## src/rtl/shadow_pkg.sv

```systemverilog
package shadow_pkg;

  // One segment's routing attribute: bit 1 steers writes, bit 0 steers reads.
  typedef struct packed {
    logic wr_dram;
    logic rd_dram;
  } seg_attr_t;

  typedef enum logic {
    RT_PCI  = 1'b0,
    RT_DRAM = 1'b1
  } route_e;

  typedef struct packed {
    logic   valid;
    route_e route;
    logic   denied;
    logic   fill_ones;
  } resp_t;

endpackage

```

## src/rtl/shadow_seg_decode.sv

```systemverilog
module shadow_seg_decode #(
  parameter int unsigned           ADDR_W      = 32,
  parameter int unsigned           SMALL_SEGS  = 12,
  parameter int unsigned           SMALL_SHIFT = 14,
  parameter int unsigned           HIGH_SHIFT  = 16,
  parameter int unsigned           SMM_SHIFT   = 17,
  parameter logic [ADDR_W-1:0]     LEGACY_BASE = 'h000C_0000,
  parameter logic [ADDR_W-1:0]     SMM_BASE    = 'h000A_0000,
  localparam int unsigned          NSEG        = SMALL_SEGS + 1
) (
  input  logic [ADDR_W-1:0] addr,
  output logic [NSEG-1:0]   seg_hit,
  output logic              smm_hit
);

  localparam int unsigned XW = ADDR_W + 1;
  localparam logic [XW-1:0] HIGH_LO =
    {1'b0, LEGACY_BASE} + (XW'(SMALL_SEGS) << SMALL_SHIFT);
  localparam logic [XW-1:0] HIGH_HI  = HIGH_LO + (XW'(1) << HIGH_SHIFT);
  localparam logic [XW-1:0] SMM_LO   = {1'b0, SMM_BASE};
  localparam logic [XW-1:0] SMM_HI   = SMM_LO + (XW'(1) << SMM_SHIFT);

  logic [XW-1:0] addr_x;
  assign addr_x = {1'b0, addr};

  // Equal-sized low segments: one comparator pair each.
  for (genvar g = 0; g < SMALL_SEGS; g++) begin : g_small
    localparam logic [XW-1:0] LO = {1'b0, LEGACY_BASE} + (XW'(g) << SMALL_SHIFT);
    localparam logic [XW-1:0] HI = LO + (XW'(1) << SMALL_SHIFT);
    assign seg_hit[g] = (addr_x >= LO) && (addr_x < HI);
  end

  // Single large top segment.
  assign seg_hit[SMALL_SEGS] = (addr_x >= HIGH_LO) && (addr_x < HIGH_HI);

  assign smm_hit = (addr_x >= SMM_LO) && (addr_x < SMM_HI);

endmodule

```

## src/rtl/shadow_attr_regs.sv

```systemverilog
module shadow_attr_regs
  import shadow_pkg::*;
#(
  parameter int unsigned NSEG  = 13,
  parameter int unsigned IDX_W = 4
) (
  input  logic                  clk,
  input  logic                  rst,
  input  logic                  cfg_we,
  input  logic [IDX_W-1:0]      cfg_seg,
  input  seg_attr_t             cfg_attr,
  output seg_attr_t [NSEG-1:0]  attr_q
);

  // One field per segment; an index with no field simply matches nothing.
  for (genvar g = 0; g < NSEG; g++) begin : g_field
    always_ff @(posedge clk) begin
      if (rst) begin
        attr_q[g] <= '0;
      end else if (cfg_we && (cfg_seg == IDX_W'(g))) begin
        attr_q[g] <= cfg_attr;
      end
    end
  end

endmodule

```

## src/rtl/shadow_route_logic.sv

```systemverilog
module shadow_route_logic
  import shadow_pkg::*;
#(
  parameter int unsigned       ADDR_W   = 32,
  parameter int unsigned       NSEG     = 13,
  parameter logic [ADDR_W-1:0] DRAM_TOP = 'h0800_0000
) (
  input  logic [ADDR_W-1:0]    addr,
  input  logic [NSEG-1:0]      seg_hit,
  input  logic                 smm_hit,
  input  seg_attr_t [NSEG-1:0] attr,
  input  logic                 is_write,
  input  logic                 bus_master,
  input  logic                 smm_mode,
  output route_e               route,
  output logic                 denied
);

  seg_attr_t sel_attr;
  logic      legacy_hit;

  // Segment ranges are disjoint, so an OR-mux selects the single hit field.
  always_comb begin
    sel_attr = '0;
    for (int i = 0; i < NSEG; i++) begin
      if (seg_hit[i]) sel_attr = sel_attr | attr[i];
    end
  end

  assign legacy_hit = |seg_hit;

  always_comb begin
    route  = RT_PCI;
    denied = 1'b0;
    if (smm_hit) begin
      if (bus_master) begin
        denied = 1'b1;
      end else if (smm_mode) begin
        route = RT_DRAM;
      end
    end else if (legacy_hit) begin
      route = (is_write ? sel_attr.wr_dram : sel_attr.rd_dram) ? RT_DRAM : RT_PCI;
    end else begin
      route = (addr < DRAM_TOP) ? RT_DRAM : RT_PCI;
    end
  end

endmodule

```

## src/rtl/shadow_router.sv

```systemverilog
module shadow_router
  import shadow_pkg::*;
#(
  parameter int unsigned       ADDR_W      = 32,
  parameter int unsigned       SMALL_SEGS  = 12,
  parameter int unsigned       SMALL_SHIFT = 14,
  parameter int unsigned       HIGH_SHIFT  = 16,
  parameter int unsigned       SMM_SHIFT   = 17,
  parameter logic [ADDR_W-1:0] LEGACY_BASE = 'h000C_0000,
  parameter logic [ADDR_W-1:0] SMM_BASE    = 'h000A_0000,
  parameter logic [ADDR_W-1:0] DRAM_TOP    = 'h0800_0000,
  localparam int unsigned      NSEG        = SMALL_SEGS + 1,
  localparam int unsigned      IDX_W       = $clog2(NSEG)
) (
  input  logic              clk,
  input  logic              rst,
  input  logic              req_valid,
  input  logic [ADDR_W-1:0] req_addr,
  input  logic              req_write,
  input  logic              req_bus_master,
  input  logic              smm_mode,
  input  logic              cfg_we,
  input  logic [IDX_W-1:0]  cfg_seg,
  input  logic [1:0]        cfg_attr,
  output logic              rsp_valid,
  output logic              rsp_to_dram,
  output logic              rsp_denied,
  output logic              rsp_fill_ones
);

  logic [NSEG-1:0]      seg_hit;
  logic                 smm_hit;
  seg_attr_t [NSEG-1:0] attr_q;
  route_e               route_d;
  logic                 denied_d;
  resp_t                resp_q;

  shadow_seg_decode #(
    .ADDR_W(ADDR_W), .SMALL_SEGS(SMALL_SEGS), .SMALL_SHIFT(SMALL_SHIFT),
    .HIGH_SHIFT(HIGH_SHIFT), .SMM_SHIFT(SMM_SHIFT),
    .LEGACY_BASE(LEGACY_BASE), .SMM_BASE(SMM_BASE)
  ) u_decode (
    .addr    (req_addr),
    .seg_hit (seg_hit),
    .smm_hit (smm_hit)
  );

  shadow_attr_regs #(.NSEG(NSEG), .IDX_W(IDX_W)) u_attr (
    .clk      (clk),
    .rst      (rst),
    .cfg_we   (cfg_we),
    .cfg_seg  (cfg_seg),
    .cfg_attr (seg_attr_t'(cfg_attr)),
    .attr_q   (attr_q)
  );

  shadow_route_logic #(.ADDR_W(ADDR_W), .NSEG(NSEG), .DRAM_TOP(DRAM_TOP)) u_route (
    .addr       (req_addr),
    .seg_hit    (seg_hit),
    .smm_hit    (smm_hit),
    .attr       (attr_q),
    .is_write   (req_write),
    .bus_master (req_bus_master),
    .smm_mode   (smm_mode),
    .route      (route_d),
    .denied     (denied_d)
  );

  // Registered response; idle cycles carry an all-zero response.
  always_ff @(posedge clk) begin
    if (rst) begin
      resp_q <= '0;
    end else if (req_valid) begin
      resp_q.valid     <= 1'b1;
      resp_q.route     <= route_d;
      resp_q.denied    <= denied_d;
      resp_q.fill_ones <= denied_d && !req_write;
    end else begin
      resp_q <= '0;
    end
  end

  assign rsp_valid     = resp_q.valid;
  assign rsp_to_dram   = (resp_q.route == RT_DRAM);
  assign rsp_denied    = resp_q.denied;
  assign rsp_fill_ones = resp_q.fill_ones;

endmodule

```

## config.mk

```make
export PLATFORM = sky130hd
export DESIGN_NAME = shadow_router
export DESIGN_NICKNAME = d
export VERILOG_FILES = /design/src/rtl/shadow_pkg.sv /design/src/rtl/shadow_seg_decode.sv /design/src/rtl/shadow_attr_regs.sv /design/src/rtl/shadow_route_logic.sv /design/src/rtl/shadow_router.sv
export SDC_FILE = /design/constraint.sdc
export NUM_CORES = 1
export LEC_CHECK = 0
export ABC_CLOCK_PERIOD_IN_PS = 1800
export BUFFER_PORTS_ARGS = -buffer_cell sky130_fd_sc_hd__buf_2
export CAP_MARGIN = 30
export CORE_MARGIN = 3
export CORE_UTILIZATION = 45
export DETAILED_ROUTE_END_ITERATION = 12
export HOLD_SLACK_MARGIN = 0.05
export PLACE_DENSITY = 0.74
export REMOVE_ABC_BUFFERS = 1
export SYNTH_ARGS = -nofsm -noshare
export SYNTH_HDL_FRONTEND = slang
export SYNTH_SLANG_ARGS = --single-unit
```

## constraint.sdc

```tcl
create_clock -name clk -period 1.8 [get_ports clk]
set_input_delay 0.36 -clock clk [delete_from_list [all_inputs] [get_ports clk]]
set_output_delay 0.36 -clock clk [all_outputs]
set_load 0.03 [all_outputs]
```

==> flow_summary.ini, run 1 <==
[run_status]
status = complete, no violations

[sta]
maxSlewViolCount = 0
min_period_ns = 1.76
rsz0062_at_grt = no
fin_crit_sh_pct = 97.7
hold-worst-slack_ns = 0.269
hold_viol = 0
setup_viol = 0
clock_skew_ns = 0.00665
relSlewSlack_pct = 76.2
worst-slew-pin-transition_ns = 0.355
clock.fmax_ghz = 0.569

[logic_synthesis]
syn-mean-instance-area_um2 = 8.64
yosysUniqueCellTypes = 42
syn_area_um2 = 1520
syn_inst = 176
synth_top_cell_by_area = dfxtp_1
ys_seq_area_share_pct = 39.5
synth.area.top_cells = dfxtp_1, mux2i_1, nor2_1, a21oi_1, o21ai_0
netlist.area_leader.share_pct = 39.5
yosysWarnings = 0
ys_ff_latch = 30

[worst_setup_path]
crit_path_max_incr_delay_ns = 0.46
timing.rr.end = rsp_to_dram
cp_max_fo = 2
worstPathArrival_ns = 1.99
critPathLaunchType = flip-flop
required_ns = 2.03
setup.worst_path.end_class = flip-flop
worstPathCellList = mux4_2 -> a211o_1 -> o32a_1 -> o211a_1
r2r_slack_ns = 0.04
ff2ff_path_depth = 4
worstSetupPathType = reg2reg
slowest_stage = mux4_2
r2r_start = u_attr.attr_q[20]

[cts]
clock_latency_ns = 0.33
clock-sinks = 30
htreeDepth = 2
clk_path_buf_depth = 2
holdBufCountCts = 0
cts_buffers = 5
path_clk_slew_ns = 0.09
cts_tree = yes
cts-resized-gates = 0
cts_setup_buffers = 0
cts_root_buf = clkbuf_4

[place]
gp_congestion = 0.801
dp_hpwl_um = 2540
io_buffer_count = 34
place_area_um2 = 1730

[detailed_routing]
first_iter_violations = 47
totalWireLength_um = 3510
avgRoutedWirePerCell_um = 13.5
drt.antenna.violating_nets = 0
drc = 0
avgViaCountPerCell = 5.28
vias = 1368
drt-pass1-iter-count = 4

[global_routing]
grt_pass1_wl_um = 5900
grt_use_total_pct = 18.5
grt_max_degree = 27
grt_pass1_vias = 1309
grt_overflow = 0
antenna_found_initial = 0

[final_layout]
final_nets = 259
finish.instance_area_um2 = 1790
drive_above_1_share_pct = 27.0
final_core_util_pct = 57.3
fillers = 297
area_growth_pct = 17.9
diodes = 0

[min_path]
min_path_cells = 2
whs_endpoint = rsp_valid
hp-class = in2reg
min-delay-start = req_valid

[floorplan]
die_area_um2 = 4110
coreArea_um2 = 3130
io_pins = 49
fp-row-count = 20
start_util_pct = 48.6
fp.dieH_um = 64.1
die_x_um = 64.1

[power_and_ir_drop]
max-vdd-ir-drop_mv = 0.468
p_leak_nw = 0.812
p_per_area_nw_per_um2 = 693

[run]
max_cap_violations = 0
-- report_power, final --
part	switching, mW	internal (mW)	leakage [nW]
Sequential	0.00392	0.672	0.242
Combinational	0.0841	0.0656	0.534
Clock	0.228	0.189	0.0353
Total	0.316	0.926	0.812
-- state kept, by name (all words and copies together) (netlist names) --
register / cells
rsp_denied: 1
rsp_fill_ones: 1
rsp_to_dram: 1
rsp_valid: 1
u_attr.attr_q: 26
-- layout make-up --
| class | instances | area (um2) | area share, % |
|---|---|---|---|
| clock inverters | 1 | 5.00 | 0.279 |
| inverters | 3 | 11.3 | 0.628 |
| clock buffers | 7 | 55.1 | 3.07 |
| well taps | 44 | 55.1 | 3.07 |
| repair buffers | 42 | 230 | 12.8 |
| multi-input cells | 132 | 835 | 46.6 |
| flip-flops and latches | 30 | 601 | 33.5 |
-- worst max-delay path: cells and delay by family (launching register included) --
family / cells / cell delay, ns
compound gates: 3 / 0.87
flops: 1 / 0.32
mux: 1 / 0.46
-- cells in the mapped netlist, drive strengths merged --
cell	number
dfxtp	30
nor2	23
nand2	17
mux2i	16
a21oi	15
o21ai	14
clkbuf	9
nand2b	5
and3b	4
nand3	4
nand3b	4
and3	3
inv	3
mux2	3
nor4	2
a211o	1
a211oi	1
a21boi	1
a221oi	1
a31oi	1
and2	1
and2b	1
and4b	1
buf	1
dlymetal6s2s	1
mux4	1
nand4	1
nor2b	1
nor3	1
nor3b	1
nor4b	1
o211a	1
o311ai	1
o31a	1
o31ai	1
o32a	1
or2b	1
or3	1
or4b	1
-- cell families (layout without fill, tap and decap cells) --
| kind of cell | Yosys count | in the layout | synth area share, % |
|---|---|---|---|
| simple gates | 73 | 73 | 25.3 |
| mux | 20 | 20 | 14.2 |
| flops | 30 | 30 | 39.5 |
| compound gates | 39 | 39 | 15.4 |
| buf+inv | 14 | 53 | 5.60 |
-- how the worst max path moves through the flow --
stage,startpoint,endpoint,slack (ns)
finish,u_attr.attr_q[20],rsp_to_dram,0.04
global route,u_attr.attr_q[20],rsp_to_dram,0.007
CTS,u_attr.attr_q[20],rsp_to_dram,0.04
detailed placement,req_addr[15],rsp_to_dram,-0.14
global placement,req_addr[15],rsp_to_dram,-0.14
floorplan,req_addr[15],rsp_to_dram,0.04
-- metal layers --
metal,vias up,routed length [um],GRT usage (%)
met5,-,0,0
met4,0,61,7.12
met3,6,317,6.68
met2,47,1490,28.8
met1,615,1630,23.3
li1,700,-,-
-- stage by stage --
| step | total power, mW | cells | setup WS [ns] | TNS [ns] |
|---|---|---|---|---|
| final | 1.24 | 259 | 0.0414 | 0 |
| after global routing | 1.30 | 259 | 0.00719 | 0 |
| after CTS | 1.26 | 259 | 0.0403 | 0 |
| after detailed placement | 0.840 | 251 | -0.135 | -0.135 |
| after global placement | 0.839 | 251 | -0.143 | -0.143 |
| after floorplan | 0.746 | 165 | 0.0350 | 0 |
-- layout by cell type, fill, tap and decap left out, drive strengths merged, types with 2 or more instances in the layout --
cell type,count
nand3b,4
nor2,23
mux2i,16
nand3,4
nand2b,5
mux2,3
a21oi,15
and3b,4
o21ai,14
nand2,17
nor4,2
inv,3
dfxtp,30
clkbuf,7
and3,3
buf,42
(Power assumes the default switching activity.)
==> run 2: changes to the inputs <==
ABC_AREA = 1   (was unset)
CORE_UTILIZATION = 48   (was 45)
PLACE_DENSITY = 0.75   (was 0.74)
==> run 2 against run 1 <==
Net effect: combinational power grew 7%; flip-flop and latch count stayed put; routed wire length increased by 31%; sequential share of layout area is 7.4 points lower; via count is 47% higher; worst setup slack improved by 0.19 ns; fmax increased by 12%; total power increased by 22%; utilization increased by 4.3 points; critical path type is now in2reg.
==> flow_summary.ini, run 2 <==
[run]
max_cap_violations = 0

[cts]
path_clk_slew_ns = 0.07
cts-resized-gates = 0
cts_buffers = 5
clock-sinks = 30
cts_setup_buffers = 0
htreeDepth = 2
holdBufCountCts = 0
cts_root_buf = clkbuf_8
clock_latency_ns = 0.28
clk_path_buf_depth = 2
cts_tree = yes

[sta]
relSlewSlack_pct = 59.6
setup_slack_ns = 0.232
clock.fmax_ghz = 0.638
fin_crit_sh_pct = 87.1
rsz0062_at_grt = no
hold-worst-slack_ns = 0.270
setup_viol = 0
clock_skew_ns = 0.00295
hold_viol = 0
maxSlewViolCount = 0
min_period_ns = 1.57
worst-slew-pin-transition_ns = 0.605

[place]
dp_hpwl_um = 3590
gp_congestion = 0.875
pre_cts_ws_ns = -0.0262
dpl.cell_count = 400
io_buffer_count = 34

[floorplan]
coreArea_um2 = 3740
die_area_um2 = 4770
fp.dieH_um = 69.1
die_x_um = 69.1
io_pins = 49
fp-row-count = 22
start_util_pct = 51.0

[power_and_ir_drop]
p_per_area_nw_per_um2 = 659
p_clk_share_pct = 44.4
p_int_mw = 1.14
p_leak_nw = 1.13
power.share.switching_pct = 24.7
pwr-share-seq_pct = 45.1
combPwrFrac_pct = 10.5
max-vdd-ir-drop_mv = 0.563
p_switching_uw = 375

[logic_synthesis]
yosysUniqueCellTypes = 27
async_flop_share_pct = 0
ys_ff_latch = 30
synth.area.top_cells = dfxtp_1, nor2_1, nand2_1, inv_1, o21ai_0
syn_area_um2 = 1910
syn-mean-instance-area_um2 = 6.12
yosysWarnings = 0
synth_top_cell_by_area = dfxtp_1
ys.flop_type = dfxtp_1
synth_common_cells = nor2_1, nand2_1, inv_1, dfxtp_1, o21ai_0
ys_seq_area_share_pct = 31.5
synth-edff-count = 0
syn_inst = 312
synth_most_common_cell = nor2_1
netlist.area_leader.share_pct = 31.5

[final_layout]
diodes = 0
seq_area_um2 = 601
mostFrequentLayoutCells = nor2_1, nand2_1, inv_1
fillers = 375
stdcell_count = 408
largest_reg_flops = 26
regMostFlops = u_attr.attr_q
drive_above_1_share_pct = 23.6
final_common_cell = nor2_1
multi_input_area_um2 = 1090
area_growth_pct = 20.7
final_nets = 404

[global_routing]
antenna_found_initial = 0
grt_max_degree = 27
grt_pass1_vias = 1865
grt_use_total_pct = 20.6
grt_overflow = 0
grt_pass1_wl_um = 8110

[worst_setup_path]
worstSetupPathType = in2reg
critPathLaunchType = input pin
worstPathArrival_ns = 1.79
cp_max_fo = 13
required_ns = 2.02
setup.worst_path.end_class = flip-flop

[run_status]
status = complete, no violations

[detailed_routing]
avgViaCountPerCell = 4.92
drt-pass1-iter-count = 4
drc = 0
first_iter_violations = 143
drt.antenna.violating_nets = 0
avgRoutedWirePerCell_um = 11.2
vias = 2008
totalWireLength_um = 4580

[min_path]
hp-class = in2reg
==> run 2: changes by cell type after synthesis, sizes merged, moves of 4 or more <==
cell,previous run,this run
mux2i,16,0
nand2,17,51
a21oi,15,7
nand4,1,15
nor2,23,98
nand2b,5,0
o21ai,14,27
nand3,4,22
inv,3,48
and3b,4,0
clkbuf,9,2
==> run 2: cells by family (layout without fill, tap and decap cells) <==
family | Yosys count | after routing | share of synthesized area, %
simple gates | 192 | 192 | 47.7
buf+inv | 55 | 103 | 11.3
compound gates | 35 | 35 | 9.51
flops | 30 | 30 | 31.5
==> run 2: final timing paths <==
kind	start	to	slack, ns	cells after the start
setup reg to reg	u_attr.attr_q[25]	rsp_to_dram	0.73	8
setup / recovery	req_addr[28]	rsp_to_dram	0.23	13
hold / removal	rst	rsp_valid	0.27	2
hold reg to reg	u_attr.attr_q[25]	u_attr.attr_q[25]	0.46	2
==> run 2: cell type report <==
cell class / count / area share, %
clock buffers: 5 / 2.99
clock inverters: 3 / 1.74
inverters: 50 / 8.26
multi-input cells: 227 / 47.4
flip-flops and latches: 30 / 26.1
well taps: 48 / 2.61
repair buffers: 45 / 11.0
==> run 2: power groups by stage <==
stage               sequential (mW)  combinational, mW  clock, mW
floorplan                     0.700             0.0800          0
global placement              0.698              0.157          0
detailed placement            0.699              0.159          0
CTS                           0.684              0.160      0.681
global route                  0.685              0.183      0.717
finish                        0.684              0.160      0.674
==> run 2: metrics by stage <==
step / TNS [ns] / cell area (um2) / util [%] / total power, mW
finish: 0 / 2300 / 61.5 / 1.52
global route: 0 / 2300 / 61.5 / 1.59
CTS: 0 / 2300 / 61.5 / 1.52
detailed placement: -0.0262 / 2190 / 58.6 / 0.858
global placement: -0.0470 / 2190 / 58.6 / 0.855
floorplan: 0 / 1880 / - / 0.780
==> run 2: worst max-delay path: stages <==
cell and delay (ns):
buf_2 0.10, nor2_2 0.10, nand2_2 0.10, nor2_8 0.22, nand2_1 0.11, nor3_1 0.21
buf_4 0.16, nand2_1 0.04, nand2_1 0.06, nor2_1 0.05, nand3_2 0.07, nand3_2 0.09
a21oi_2 0.11
==> run 2: per-layer routing <==
| metal | vias to the layer above | wire length (um) | track usage, % |
|---|---|---|---|
| met1 | 870 | 2190 | 26.3 |
| met4 | 0 | 58 | 5.86 |
| met3 | 9 | 217 | 6.41 |
| met5 | - | 0 | 0 |
| li1 | 1078 | - | - |
| met2 | 51 | 2110 | 33.2 |
==> run 3: changes to the inputs <==
REMOVE_ABC_BUFFERS = unset   (was 1)
==> run 3 against run 2 <==
Net effect: combinational power about the same; clock skew down 0.00059 ns; worst hold slack better by 0.0070 ns; largest cell class unchanged; total power decreased by 12%; critical path type unchanged; critical endpoint unchanged; utilization down 0.87 points; cell count shrank 0.25%; design area shrank 1.4%.
==> flow_summary.ini, run 3 (same netlist as run 2, synthesis figures left out) <==
[sta]
min_period_ns = 1.59
clock.fmax_ghz = 0.628
worst-slew-pin-transition_ns = 0.371
rsz0062_at_grt = no
setup_viol = 0
maxSlewViolCount = 0
clock_skew_ns = 0.00236
hold-worst-slack_ns = 0.277
relSlewSlack_pct = 75.1
setup_slack_ns = 0.207
fin_crit_sh_pct = 88.5
hold_viol = 0

[place]
pre_cts_ws_ns = -0.0517
dpl.cell_count = 400
io_buffer_count = 34
dp_hpwl_um = 3720
place_area_um2 = 2190
gp_congestion = 0.868

[power_and_ir_drop]
p_per_area_nw_per_um2 = 591
finalPower_mw = 1.34
max-vdd-ir-drop_mv = 0.448
p_leak_nw = 1.11

[worst_setup_path]
critPathLaunchType = input pin
r2r_slack_ns = 0.73
worstSetupPathType = in2reg
required_ns = 2.02
ff2ff_path_depth = 8
r2r_start = u_attr.attr_q[25]
cp_max_fo = 16
timing.rr.end = rsp_to_dram
setup.worst_path.end_class = flip-flop
worstPathArrival_ns = 1.81

[cts]
holdBufCountCts = 0
cts-resized-gates = 0
path_clk_slew_ns = 0.06
cts_tree = yes
htreeDepth = 2
cts_buffers = 5
clock-sinks = 30
cts_root_buf = clkbuf_8
clk_path_buf_depth = 2
cts_setup_buffers = 0
clock_latency_ns = 0.28

[detailed_routing]
vias = 2004
drt-pass1-iter-count = 4
avgViaCountPerCell = 4.92
totalWireLength_um = 4660
drt.antenna.violating_nets = 0
drc = 0
first_iter_violations = 75
avgRoutedWirePerCell_um = 11.5

[final_layout]
stdcell_count = 407
largest_reg_flops = 26
final_common_cell = nor2_1
diodes = 0
mostFrequentLayoutCells = nor2_1, nand2_1, inv_1
regMostFlops = u_attr.attr_q
area_growth_pct = 19.0
finish.instance_area_um2 = 2270
final_nets = 404
drive_above_1_share_pct = 22.8

[floorplan]
start_util_pct = 51.0
coreArea_um2 = 3740
fp.dieH_um = 69.1
fp-row-count = 22
die_area_um2 = 4770
die_x_um = 69.1
io_pins = 49

[min_path]
min_path_cells = 2
whs_endpoint = rsp_valid
min-delay-start = rst
hp-class = in2reg

[global_routing]
antenna_found_initial = 0
grt_pass1_vias = 1872
grt_overflow = 0
grt_pass1_wl_um = 7980
grt_use_total_pct = 20.2
grt_max_degree = 27

[run_status]
status = complete, no violations

[run]
max_cap_violations = 0

[logic_synthesis]
synth.net_count = 357
[run 3: cell types whose count changed in the layout (fill, tap and decap cells not counted)]
cell       previous run  this run
bufinv_16             1         0
clkinv_2              2         0
clkbuf_1              0         2
[run 3: per-stage QoR]
stage	setup TNS (ns)	utilization, %
finish	0	60.7
global route	0	60.7
CTS	0	60.7
detailed placement	-0.0517	58.6
global placement	-0.0473	58.6
floorplan	0	-
[run 3: where the power goes]
part,switching [mW],internal (mW)
sequential,0.00634,0.678
combinational,0.102,0.0596
clock,0.230,0.265
total,0.338,1.00
[run 3: worst max-delay path, stage by stage]
cell	delay [ns]
buf_2	0.10
nor2_2	0.10
nand2_2	0.11
nor2_8	0.26
nand2_2	0.10
inv_2	0.07
nand2_1	0.06
nor2_1	0.19
nand2_1	0.08
nand2_1	0.07
nor2_1	0.05
nand3_2	0.07
nand3_2	0.09
a21oi_2	0.11
[run 3: area by class of cell]
type	count	area [um2]
inverters	50	190
repair buffers	45	253
flip-flops and latches	30	601
clock buffers	7	76.3
multi-input cells	227	1090
fillers	377	1470
well taps	48	60.1
[run 3: worst max path at each step]
| stage | to | startpoint | slack [ns] | cells past startpoint |
|---|---|---|---|---|
| 2_1_floorplan | rsp_to_dram | req_addr[28] | 0.27 | 11 |
| 3_3_place_gp | rsp_to_dram | req_addr[28] | -0.05 | 14 |
| 3_5_place_dp | rsp_to_dram | req_addr[28] | -0.05 | 14 |
| 4_1_cts | rsp_to_dram | req_addr[28] | 0.23 | 14 |
| 5_1_grt | rsp_to_dram | req_addr[31] | 0.02 | 14 |
| 6_report | rsp_to_dram | req_addr[28] | 0.21 | 14 |
[run 3: layer usage]
| metal | global-route usage [%] | vias to the layer above | part of all wire [%] |
|---|---|---|---|
| li1 | - | 1072 | - |
| met4 | 6.51 | 0 | 1.4 |
| met1 | 23.9 | 863 | 46 |
| met5 | 0 | - | 0 |
| met2 | 35.1 | 62 | 46 |
| met3 | 5.69 | 7 | 6.8 |
